**src/rtl/strobe_gen_pkg.sv**
```systemverilog
package strobe_gen_pkg;
    localparam int CODE_W  = 3;
    localparam int NUM_CH  = 4;
    localparam int NUM_CNV = 2;
    localparam int CFG_W   = CODE_W * NUM_CH;
    localparam int CNT_W   = (1 << CODE_W) - 1;
    // field order is decoded by the taps: encoder, PFM, DAC, ADC from bit 0 up
    localparam int CH_ENC  = 0;
    localparam int CH_PFM  = 1;
    localparam int CH_DAC  = 2;
    localparam int CH_ADC  = 3;
    localparam logic [CFG_W-1:0] CFG_DEFAULT = 12'h8D2;

    typedef logic [CODE_W-1:0] code_t;
    typedef logic [CNT_W-1:0]  cnt_t;
    typedef logic [CFG_W-1:0]  cfg_t;
endpackage

```
**src/rtl/sg_counter.sv**
```systemverilog
module sg_counter
    import strobe_gen_pkg::*;
(
    input  logic clk,
    input  logic rst,
    output cnt_t cnt_o,
    output logic wrap_o
);
    typedef struct packed {
        cnt_t cnt;
    } cnt_state_t;

    cnt_state_t st_d, st_q;

    always_comb begin
        st_d     = st_q;
        st_d.cnt = st_q.cnt + 1'b1;
        if (rst) begin
            st_d.cnt = '0;
        end
    end

    always_ff @(posedge clk) begin
        st_q <= st_d;
    end

    assign cnt_o  = st_q.cnt;
    assign wrap_o = &st_q.cnt;
endmodule

```
**src/rtl/sg_cfg_shadow.sv**
```systemverilog
module sg_cfg_shadow
    import strobe_gen_pkg::*;
(
    input  logic clk,
    input  logic rst,
    input  logic wr_en,
    input  cfg_t wr_word,
    input  logic wrap,
    output cfg_t active_o
);
    typedef struct packed {
        cfg_t pending;
        cfg_t active;
    } shadow_state_t;

    shadow_state_t st_d, st_q;

    always_comb begin
        st_d = st_q;
        if (wr_en) begin
            st_d.pending = wr_word;
        end
        if (wrap) begin
            st_d.active = st_q.pending;
        end
        if (rst) begin
            st_d.pending = CFG_DEFAULT;
            st_d.active  = CFG_DEFAULT;
        end
    end

    always_ff @(posedge clk) begin
        st_q <= st_d;
    end

    assign active_o = st_q.active;
endmodule

```
**src/rtl/sg_strobe_tap.sv**
```systemverilog
module sg_strobe_tap
    import strobe_gen_pkg::*;
(
    input  logic  clk,
    input  logic  rst,
    input  code_t code,
    input  cnt_t  cnt,
    output logic  stb_o
);
    logic [CNT_W:0] low_mask;

    always_comb begin
        low_mask = ((CNT_W + 1)'(1) << code) - 1'b1;
        stb_o    = &(cnt | ~low_mask[CNT_W-1:0]);
    end

    AST_ZERO_FULL_RATE: assert property (@(posedge clk) disable iff (rst)
        (code == '0) |-> stb_o);

    AST_SINGLE_CYCLE: assert property (@(posedge clk) disable iff (rst)
        stb_o |=> (!stb_o || code == '0));
endmodule

```
**src/rtl/sg_clk_tap.sv**
```systemverilog
module sg_clk_tap
    import strobe_gen_pkg::*;
(
    input  logic  clk,
    input  logic  rst,
    input  code_t code,
    input  cnt_t  cnt,
    input  logic  stb,
    output logic  div_clk_o
);
    logic [CNT_W:0] tap_vec;

    always_comb begin
        tap_vec   = {cnt, 1'b1};
        div_clk_o = tap_vec[code];
    end

    AST_CLK_HIGH_AT_STB: assert property (@(posedge clk) disable iff (rst)
        stb |-> div_clk_o);
endmodule

```
**src/rtl/clk_strobe_gen.sv**
```systemverilog
module clk_strobe_gen
    import strobe_gen_pkg::*;
(
    input  logic        clk,
    input  logic        rst,
    input  logic        cfg_we,
    input  logic [11:0] cfg_wdata,
    output logic [11:0] cfg_rdata,
    output logic        enc_stb,
    output logic        pfm_stb,
    output logic        dac_stb,
    output logic        adc_stb,
    output logic        dac_clk,
    output logic        adc_clk
);
    cnt_t                cnt;
    logic                wrap;
    cfg_t                active;
    code_t               code_w [NUM_CH];
    logic [NUM_CH-1:0]   stb_w;
    logic [NUM_CNV-1:0]  cnv_clk_w;

    sg_counter u_cnt (
        .clk    (clk),
        .rst    (rst),
        .cnt_o  (cnt),
        .wrap_o (wrap)
    );

    sg_cfg_shadow u_shadow (
        .clk      (clk),
        .rst      (rst),
        .wr_en    (cfg_we),
        .wr_word  (cfg_wdata),
        .wrap     (wrap),
        .active_o (active)
    );

    for (genvar i = 0; i < NUM_CH; i++) begin : g_ch
        assign code_w[i] = active[i*CODE_W +: CODE_W];
        sg_strobe_tap u_tap (
            .clk   (clk),
            .rst   (rst),
            .code  (code_w[i]),
            .cnt   (cnt),
            .stb_o (stb_w[i])
        );
    end

    for (genvar j = 0; j < NUM_CNV; j++) begin : g_cnv
        sg_clk_tap u_clk (
            .clk       (clk),
            .rst       (rst),
            .code      (code_w[CH_DAC + j]),
            .cnt       (cnt),
            .stb       (stb_w[CH_DAC + j]),
            .div_clk_o (cnv_clk_w[j])
        );
    end

    assign cfg_rdata = active;
    assign enc_stb   = stb_w[CH_ENC];
    assign pfm_stb   = stb_w[CH_PFM];
    assign dac_stb   = stb_w[CH_DAC];
    assign adc_stb   = stb_w[CH_ADC];
    assign dac_clk   = cnv_clk_w[0];
    assign adc_clk   = cnv_clk_w[1];

    AST_SWITCH_AT_WRAP: assert property (@(posedge clk) disable iff (rst)
        (cfg_rdata != $past(cfg_rdata)) |-> (cnt == '0));

    AST_ALL_STB_BEFORE_SWITCH: assert property (@(posedge clk) disable iff (rst)
        wrap |-> (&stb_w));

    for (genvar a = 0; a < NUM_CH; a++) begin : g_al_a
        for (genvar b = 0; b < NUM_CH; b++) begin : g_al_b
            if (a != b) begin : g_pair
                AST_PHASE_ALIGN: assert property (@(posedge clk) disable iff (rst)
                    (stb_w[a] && code_w[a] >= code_w[b]) |-> stb_w[b]);
            end
        end
    end
endmodule

```
**config.mk**
```make
export PLATFORM = sky130hd
export DESIGN_NAME = clk_strobe_gen
export DESIGN_NICKNAME = d
export VERILOG_FILES = /design/src/rtl/strobe_gen_pkg.sv /design/src/rtl/sg_counter.sv /design/src/rtl/sg_cfg_shadow.sv /design/src/rtl/sg_strobe_tap.sv /design/src/rtl/sg_clk_tap.sv /design/src/rtl/clk_strobe_gen.sv
export SDC_FILE = /design/constraint.sdc
export NUM_CORES = 1
export LEC_CHECK = 0
export ABC_AREA = 1
export ABC_CLOCK_PERIOD_IN_PS = 3000
export BUFFER_PORTS_ARGS = -buffer_cell sky130_fd_sc_hd__buf_2
export CAP_MARGIN = 20
export CORE_AREA = 3 3 82 84
export DETAILED_ROUTE_END_ITERATION = 12
export DIE_AREA = 0 0 85 87
export PLACE_DENSITY = 0.46
export SYNTH_ARGS = -nofsm -noshare
export SYNTH_HDL_FRONTEND = slang
export SYNTH_HIERARCHICAL = 1
export SYNTH_SLANG_ARGS = --single-unit
```
**constraint.sdc**
```tcl
create_clock -name clk -period 3 [get_ports clk]
set_clock_uncertainty 0.15 [all_clocks]
set_input_delay 0.6 -clock clk [delete_from_list [all_inputs] [get_ports clk]]
set_output_delay 0.6 -clock clk [all_outputs]
set_load 0.01 [all_outputs]
```
==> results.yml, run 1 <==
outcome:
  status: "completed"
setup_path:
  arrival_ns: 1.35
  cp_num_buf_inv: 2
  critPathLaunchType: "register"
  critPathMaxStageDelay_ns: 0.53
  regToRegSetupSlack_ns: 0.91
  crit_cells: 6
  path_class: "reg2out"
  crit_start: "u_shadow/active_o[6]"
  worstPathCellList: "inv_2 -> nand2_1 -> nand3_1 -> nand3_1 -> nand2_1 -> buf_2"
  path_max_fanout: 10
  end_kind: "output port"
  timing.rr.start: "u_cnt/cnt_o[0]"
  slowest_stage: "dfxtp_1"
  r2r_cells: 8
  cp.required_ns: 2.25
  cp_top_family: "flip-flops"
sta:
  tightestPinTransition_ns: 0.570
  worst_slack_ns: 0.901
  min_period_ns: 2.10
  slew_headroom: 0.620
  post-route-period-util: 0.700
  tns_ns: 0
  drv_slew: 0
  whs_ns: 0.310
  rsz0062_at_grt: "no"
  setup_violations: 0
  hold_violations: 0
  fmax_mhz: 476
yosys:
  avgSynthCellArea_um2: 5.94
  syn_area_um2: 1900
  syn_inst: 320
  synth_edf_count: 0
  synth_area_leader_cell: "dfxtp_1"
  synth.most_common_cell: "nand2_1"
  ys_seq_area_frac: 0.326
  synthDistinctLibCells: 17
  yosys_register_bits: 31
  yosys_warnings: 6
  synthFlopType: "dfxtp_1"
  syn_nets: 336
  synth_area_leaders: "dfxtp_1 33%, nand2_1 22%, inv_1 11%"
  yosys.area.top_type_share: 0.326
  synthTopCellsByCount: "113 x nand2_1, 57 x inv_1, 41 x nor2_1"
  async_flop_share: 0
min_path:
  hp-class: "reg2reg"
  worstHoldStart: "u_shadow/st_q[19]"
  worst_hold_path.num_cells: 2
place:
  numPortBuffers: 32
  placed_cell_area_um2: 2000
  routabilityCongestion: 0.779
  dpl.hpwl_um: 3100
  dp_slack_ns: 0.950
grt:
  met1_usage: 0.166
  antenna_found_initial: 0
  overflow: 0
  grtUsageMet3: 0.0274
  grt_usage: 0.124
  grt_busiest_layer: "met2"
  grt_start_max_net_pins: 25
  gr-usage-met2: 0.194
  grt_first_pass_wirelength_um: 7290
  grt_pass1_vias: 1590
layout:
  nets: 357
  n_fill_cell: 677
  drive_gt1_frac: 0.149
  final_cell_area_um2: 2080
  fin_util: 0.347
  diodes: 0
  area_delta_synth_final_pct: 9.34
floorplanning:
  die_x_um: 85
  die_h_um: 87
  start_util: 0.317
  io_pins: 33
  row_count: 28
  design.core.area_um2: 5990
  dieArea_um2: 7400
power:
  power_density_nw_per_um2: 394
  irDropWorstVdd_mv: 0.218
  leakage_nw: 1.09
clocking:
  cts_buffers: 5
  ctsLongestPathBuffers: 2
  holdBufCountCts: 0
  cts.sinks: 31
  clock_latency_ns: 0.28
  cts.clk_slew.worst_paths_ns: 0.06
  root_buffer: "clkbuf_8"
  cts_setup_buffers: 0
  cts_tree: "yes"
  cts_resized: 0
  htreeDepth: 2
drt:
  drtPass1Iterations: 5
  drc: 0
  num_vias: 1777
  wl_per_cell_um: 10.4
  ant_nets: 0
  dr.first_iter.drc_count: 64
  wirelength_um: 4330
  viasPerCell: 4.26
run:
  maxCapViolCount: 0
-- through the flow --
step,instances,total power [mW]
CTS,417,0.836
finish,417,0.820
detailed placement,409,0.519
floorplan,320,0.499
global placement,409,0.519
global route,417,0.862
-- cell usage in the layout (no fill, tap or decap), drive strengths merged, types with 3 or more instances in the layout --
master	instances
inv	62
nor2	49
nand4	4
buf	32
a21oi	3
nand3b	4
dfxtp	31
clkbuf	7
nand2	113
nand3	33
-- path summary, 6_finish.rpt --
check,endpoint
worst min-delay path,u_shadow/st_q[19]
worst min register to register,u_shadow/st_q[19]
worst max register to register,u_shadow/active_o[4]
worst max-delay path,dac_clk
-- power breakdown --
part | switching [mW] | internal, mW
Clock | 0.148 | 0.162
Combinational | 0.0410 | 0.0282
Sequential | 0.0139 | 0.426
Total | 0.203 | 0.617
-- layer usage --
| metal | share of wire | routed length, um |
|---|---|---|
| met4 | 0.011 | 46 |
| met5 | 0 | 0 |
| met3 | 0.054 | 235 |
| met1 | 0.49 | 2140 |
| met2 | 0.44 | 1910 |
-- final cells by class --
type | instances | area, um2 | area share
repair buffers | 32 | 160 | 0.0770
multi-input cells | 209 | 888 | 0.427
flip-flops and latches | 31 | 621 | 0.298
inverters | 62 | 235 | 0.113
clock inverters | 1 | 5.00 | 0.00241
well taps | 75 | 93.8 | 0.0451
clock buffers | 7 | 76.3 | 0.0367
-- registers in the layout, indices dropped and copies added (netlist names) --
name and count:
u_shadow/active_o 12, u_cnt/cnt_o 7, u_shadow/st_q 12
-- worst reg2reg max path: stages, from the launching register on --
cell	delay, ns
dfxtp_1	0.55
ha_1	0.24
nand2_1	0.08
nor2_1	0.15
nand2_1	0.09
inv_1	0.43
inv_2	0.13
nand2_1	0.09
nand3_1	0.06
-- logic make-up after synthesis --
| logic type | count (synthesis) | share of synthesized area |
|---|---|---|
| AOI/OAI and AO/OA | 5 | 0.0145 |
| adders and majority gates | 1 | 0.00658 |
| buffers and inverters | 80 | 0.207 |
| DFF | 31 | 0.326 |
| and+or+nand+nor | 203 | 0.446 |
Power figures use the tool's default switching activity.
==> inputs of run 2 (changes only) <==
ABC_AREA = 0   (was 1)
ABC_CLOCK_PERIOD_IN_PS = 2000   (was 3000)
CORE_AREA = 3 3 76 78   (was 3 3 82 84)
DIE_AREA = 0 0 79 81   (was 0 0 85 87)
PLACE_DENSITY = 0.47   (was 0.46)
clock period = 2 ns   (was 3 ns; I/O delays follow)
==> results.yml, run 2 <==
drt:
  drc: 0
  num_vias: 1325
  wirelength_um: 3820
  drtPass1Iterations: 4
  dr.first_iter.drc_count: 59
  wl_per_cell_um: 13.7
  viasPerCell: 4.75
  ant_nets: 0
setup_path:
  cp.required_ns: 1.45
  timing.rr.start: "u_cnt/cnt_o[1]"
  slowest_stage: "mux4_2"
  reg2reg_to: "u_shadow/active_o[4]"
  critPathLaunchType: "register"
  path_class: "reg2out"
  end_kind: "output port"
  path_max_fanout: 5
  cp_top_family: "multiplexers"
  regToRegSetupSlack_ns: 0.21
  arrival_ns: 1.58
  critPathMaxStageDelay_ns: 0.47
  worstPathCellList: "mux2_4 -> mux4_2 -> buf_6"
  cp_num_buf_inv: 1
  r2r_cells: 6
outcome:
  status: "finished with violations"
  violations: "negative setup slack"
yosys:
  avgSynthCellArea_um2: 9.56
  syn_area_um2: 1640
  synthFlopType: "dfxtp_1"
  synth_area_leaders: "dfxtp_1 38%, mux2i_1 8.5%, buf_4 5.5%"
  syn_inst: 172
  yosys.area.top_type_share: 0.377
  syn_nets: 188
  synthDistinctLibCells: 28
  synth_area_leader_cell: "dfxtp_1"
  ys_seq_area_frac: 0.377
  yosys_register_bits: 31
  yosys_warnings: 6
  synth_edf_count: 0
  async_flop_share: 0
  synth.most_common_cell: "dfxtp_1"
  synthTopCellsByCount: "31 x dfxtp_1, 18 x nor2_1, 14 x mux2i_1"
power:
  p_total_mw: 1.23
  leakage_nw: 0.824
  irDropWorstVdd_mv: 0.347
  power_density_nw_per_um2: 615
layout:
  drive_gt1_frac: 0.407
  area_delta_synth_final_pct: 21.8
  regArea_um2: 643
  nets: 224
  final_common_cell: "buf_2"
  diodes: 0
  mostFrequentLayoutCells: "30 x buf_2, 19 x dfxtp_1, 18 x nor2_1"
  n_fill_cell: 565
  multi_input_area_um2: 850
sta:
  fmax_mhz: 468
  hold_violations: 0
  slew_headroom: 0.629
  tightestPinTransition_ns: 0.557
  rsz0062_at_grt: "yes"
  tns_ns: -0.247
  min_period_ns: 2.13
  drv_slew: 0
  post-route-period-util: 1.07
  worst_slack_ns: -0.135
  setup_violations: 2
min_path:
  worstHoldStart: "cfg_wdata[6]"
  hp-class: "in2reg"
  worst_hold_path.num_cells: 2
  worstHoldEndpoint: "u_shadow/st_q[18]"
grt:
  overflow: 0
  grt_pass1_vias: 1318
  grt_usage: 0.122
  grt_first_pass_wirelength_um: 6170
  antenna_found_initial: 0
  grt_start_max_net_pins: 32
floorplanning:
  die_x_um: 79
  row_count: 26
  dieArea_um2: 6400
  die_h_um: 81
  io_pins: 33
  start_util: 0.320
  design.core.area_um2: 5140
clocking:
  root_buffer: "clkbuf_8"
  cts.clk_slew.worst_paths_ns: 0.07
  cts_buffers: 5
  cts_tree: "yes"
  htreeDepth: 2
  holdBufCountCts: 0
  ctsLongestPathBuffers: 2
  clock_latency_ns: 0.28
  cts.sinks: 31
place:
  routabilityCongestion: 0.739
  numPortBuffers: 32
  dpl.hpwl_um: 2800
run:
  maxCapViolCount: 0
run 2: cell count changes after synthesis, sizes merged, moves of 6 or more:
cell / change
nor2: -31
inv: -49
nand2: -108
mux2i: +14
nand3: -30
mux2: +6
a211o: +10
a21oi: +7
nor2b: +11
o211ai: +12
run 2: where the power goes:
part           internal (mW)  leakage, nW  total (mW)  switching, mW
clock                  0.243       0.0412       0.478          0.235
sequential             0.636        0.257       0.655         0.0194
combinational         0.0541        0.525      0.0989         0.0448
total                  0.932        0.824        1.23          0.299
run 2: worst max path at each step:
stage                                      from                   end  slack [ns]  cells past startpoint
after global placement           u_cnt/cnt_o[0]  u_shadow/active_o[8]         0.1                      6
after floorplan            u_shadow/active_o[8]               dac_clk        0.19                      3
after detailed placement   u_shadow/active_o[8]               dac_clk        0.08                      3
after global routing       u_shadow/active_o[8]               dac_clk       -0.15                      4
final                      u_shadow/active_o[8]               dac_clk       -0.13                      3
after CTS                 u_shadow/active_o[11]               adc_clk       -0.13                      3
run 2: final cells by class:
cell class | count | share of cell area
repair buffers | 47 | 0.144
well taps | 70 | 0.0437
multi-input cells | 110 | 0.424
inverters | 13 | 0.0244
flip-flops and latches | 31 | 0.321
clock buffers | 6 | 0.0362
clock inverters | 2 | 0.00625
run 2: through the flow:
step	area, um2	setup slack (ns)	hold slack, ns	cells	utilization
2_1_floorplan	1640	0.191	0.277	172	-
3_3_place_gp	1840	0.0990	0.293	269	0.358
3_5_place_dp	1840	0.0786	0.303	269	0.358
4_1_cts	1980	-0.135	0.170	278	0.385
5_1_grt	2000	-0.154	0.179	279	0.390
6_report	2000	-0.135	0.180	279	0.390
run 2: logic make-up (layout without fill, tap and decap cells):
kind of cell / count (synthesis) / count (layout) / share of synthesized area
buffers and inverters: 31 / 68 / 0.123
XOR/XNOR: 3 / 3 / 0.0160
AO/OA/AOI/OAI: 38 / 38 / 0.181
adder cells (fa/ha/maj): 1 / 1 / 0.00761
AND/OR/NAND/NOR: 46 / 46 / 0.142
flip-flops: 31 / 31 / 0.377
multiplexers: 22 / 22 / 0.154
run 2: routing by layer:
layer	share of wire	GRT usage
met1	0.47	0.154
met2	0.45	0.194
met3	0.075	0.0366
met4	0.011	0.0498
met5	0	0
run 2: worst reg2reg max path: stages (launching register included):
cell,delay (ns)
dfxtp_2,0.41
ha_1,0.24
nand3_1,0.16
nor3_2,0.18
buf_4,0.24
nor2b_1,0.08
a211o_1,0.22
run 2: timing repair:
action,4_1_cts,5_1_grt
cloned,0,0
endpoints found under the setup margin,5,15
gates resized for setup,15,10
pin swaps,0,1
setup buffers,1,1
==> inputs of run 3 (changes only) <==
MAX_ROUTING_LAYER = met4   (was default)
==> results.yml, run 3 (synthesis results as in run 2) <==
setup_path:
  regToRegSetupSlack_ns: 0.21
  path_max_fanout: 5
  cp_top_family: "multiplexers"
  r2r_cells: 6
  arrival_ns: 1.58
  cp.required_ns: 1.45
  timing.rr.start: "u_cnt/cnt_o[1]"
  slowest_stage: "mux4_2"
  crit_cells: 3
  path_class: "reg2out"
  critPathLaunchType: "register"
  cp_num_buf_inv: 1
  end_kind: "output port"
  worstPathCellList: "mux2_4 -> mux4_2 -> buf_6"
  critPathMaxStageDelay_ns: 0.47
  reg2reg_to: "u_shadow/active_o[4]"
sta:
  tns_ns: -0.247
  rsz0062_at_grt: "yes"
  tightestPinTransition_ns: 0.557
  post-route-period-util: 1.07
  min_period_ns: 2.13
  slew_headroom: 0.629
  worst_slack_ns: -0.135
  fmax_mhz: 468
  hold_violations: 0
  drv_slew: 0
  setup_violations: 2
floorplanning:
  row_count: 26
  start_util: 0.320
  design.core.area_um2: 5140
  die_h_um: 81
  die_x_um: 79
  dieArea_um2: 6400
  io_pins: 33
layout:
  drive_gt1_frac: 0.407
  diodes: 0
  final_common_cell: "buf_2"
  regArea_um2: 643
  area_delta_synth_final_pct: 21.8
  final_cell_area_um2: 2000
  fin_util: 0.390
  mostFrequentLayoutCells: "30 x buf_2, 19 x dfxtp_1, 18 x nor2_1"
  multi_input_area_um2: 850
  n_fill_cell: 565
  nets: 224
run:
  maxCapViolCount: 0
place:
  dpl.hpwl_um: 2800
  numPortBuffers: 32
  routabilityCongestion: 0.749
  placed_cell_area_um2: 1840
power:
  irDropWorstVdd_mv: 0.348
  p_total_mw: 1.23
  power_density_nw_per_um2: 615
  leakage_nw: 0.824
grt:
  grt_first_pass_wirelength_um: 6170
  overflow: 0
  antenna_found_initial: 0
  grt_usage: 0.125
  grt_pass1_vias: 1318
  grt_start_max_net_pins: 32
min_path:
  worst_hold_path.num_cells: 2
  hp-class: "in2reg"
  worstHoldStart: "cfg_wdata[6]"
  worstHoldEndpoint: "u_shadow/st_q[18]"
clocking:
  cts_tree: "yes"
  holdBufCountCts: 0
  cts_buffers: 5
  htreeDepth: 2
  cts.sinks: 31
  root_buffer: "clkbuf_8"
  ctsLongestPathBuffers: 2
  cts.clk_slew.worst_paths_ns: 0.07
  clock_latency_ns: 0.28
drt:
  wl_per_cell_um: 13.7
  ant_nets: 0
  drtPass1Iterations: 4
  dr.first_iter.drc_count: 60
  num_vias: 1325
  viasPerCell: 4.75
  wirelength_um: 3820
  drc: 0
outcome:
  violations: "negative setup slack"
  status: "finished with violations"
[run 3: worst max-delay path by stage]
stage	from	end	slack, ns
floorplan	u_shadow/active_o[8]	dac_clk	0.19
global placement	u_cnt/cnt_o[0]	u_shadow/active_o[8]	0.1
detailed placement	u_shadow/active_o[8]	dac_clk	0.08
CTS	u_shadow/active_o[11]	adc_clk	-0.13
global route	u_shadow/active_o[8]	dac_clk	-0.15
finish	u_shadow/active_o[8]	dac_clk	-0.13
[run 3: through the flow]
step | cells | hold slack [ns] | setup slack (ns)
floorplan | 172 | 0.277 | 0.191
global placement | 269 | 0.293 | 0.0990
detailed placement | 269 | 0.303 | 0.0786
CTS | 278 | 0.170 | -0.135
global route | 279 | 0.179 | -0.154
finish | 279 | 0.179 | -0.135
[run 3: timing repair]
item / in CTS / in global routing
pin swaps: 0 / 1
cloned: 0 / 0
gates resized for setup: 15 / 10
buffers inserted: 1 / 1
endpoints found under the setup margin: 5 / 15
[run 3: area by class of cell]
class | instances | share of cell area
clock inverters | 2 | 0.00625
multi-input cells | 110 | 0.424
flip-flops and latches | 31 | 0.321
inverters | 13 | 0.0244
repair buffers | 47 | 0.144
clock buffers | 6 | 0.0362
well taps | 70 | 0.0437
[run 3: power breakdown]
| part | internal [mW] | total [mW] | switching [mW] |
|---|---|---|---|
| clock | 0.243 | 0.478 | 0.235 |
| sequential | 0.636 | 0.655 | 0.0195 |
| combinational | 0.0541 | 0.0989 | 0.0449 |
[run 3: worst reg2reg max path, cell delays in order, from the launching register on]
cell and delay, ns:
dfxtp_2 0.41, ha_1 0.24, nand3_1 0.16, nor3_2 0.18, buf_4 0.24, nor2b_1 0.08
a211o_1 0.22
[run 3: per-layer routing]
layer	wire length, um	track usage
met5	0	-
met2	1710	0.194
met4	41	0.0498
met1	1810	0.156
met3	261	0.0333
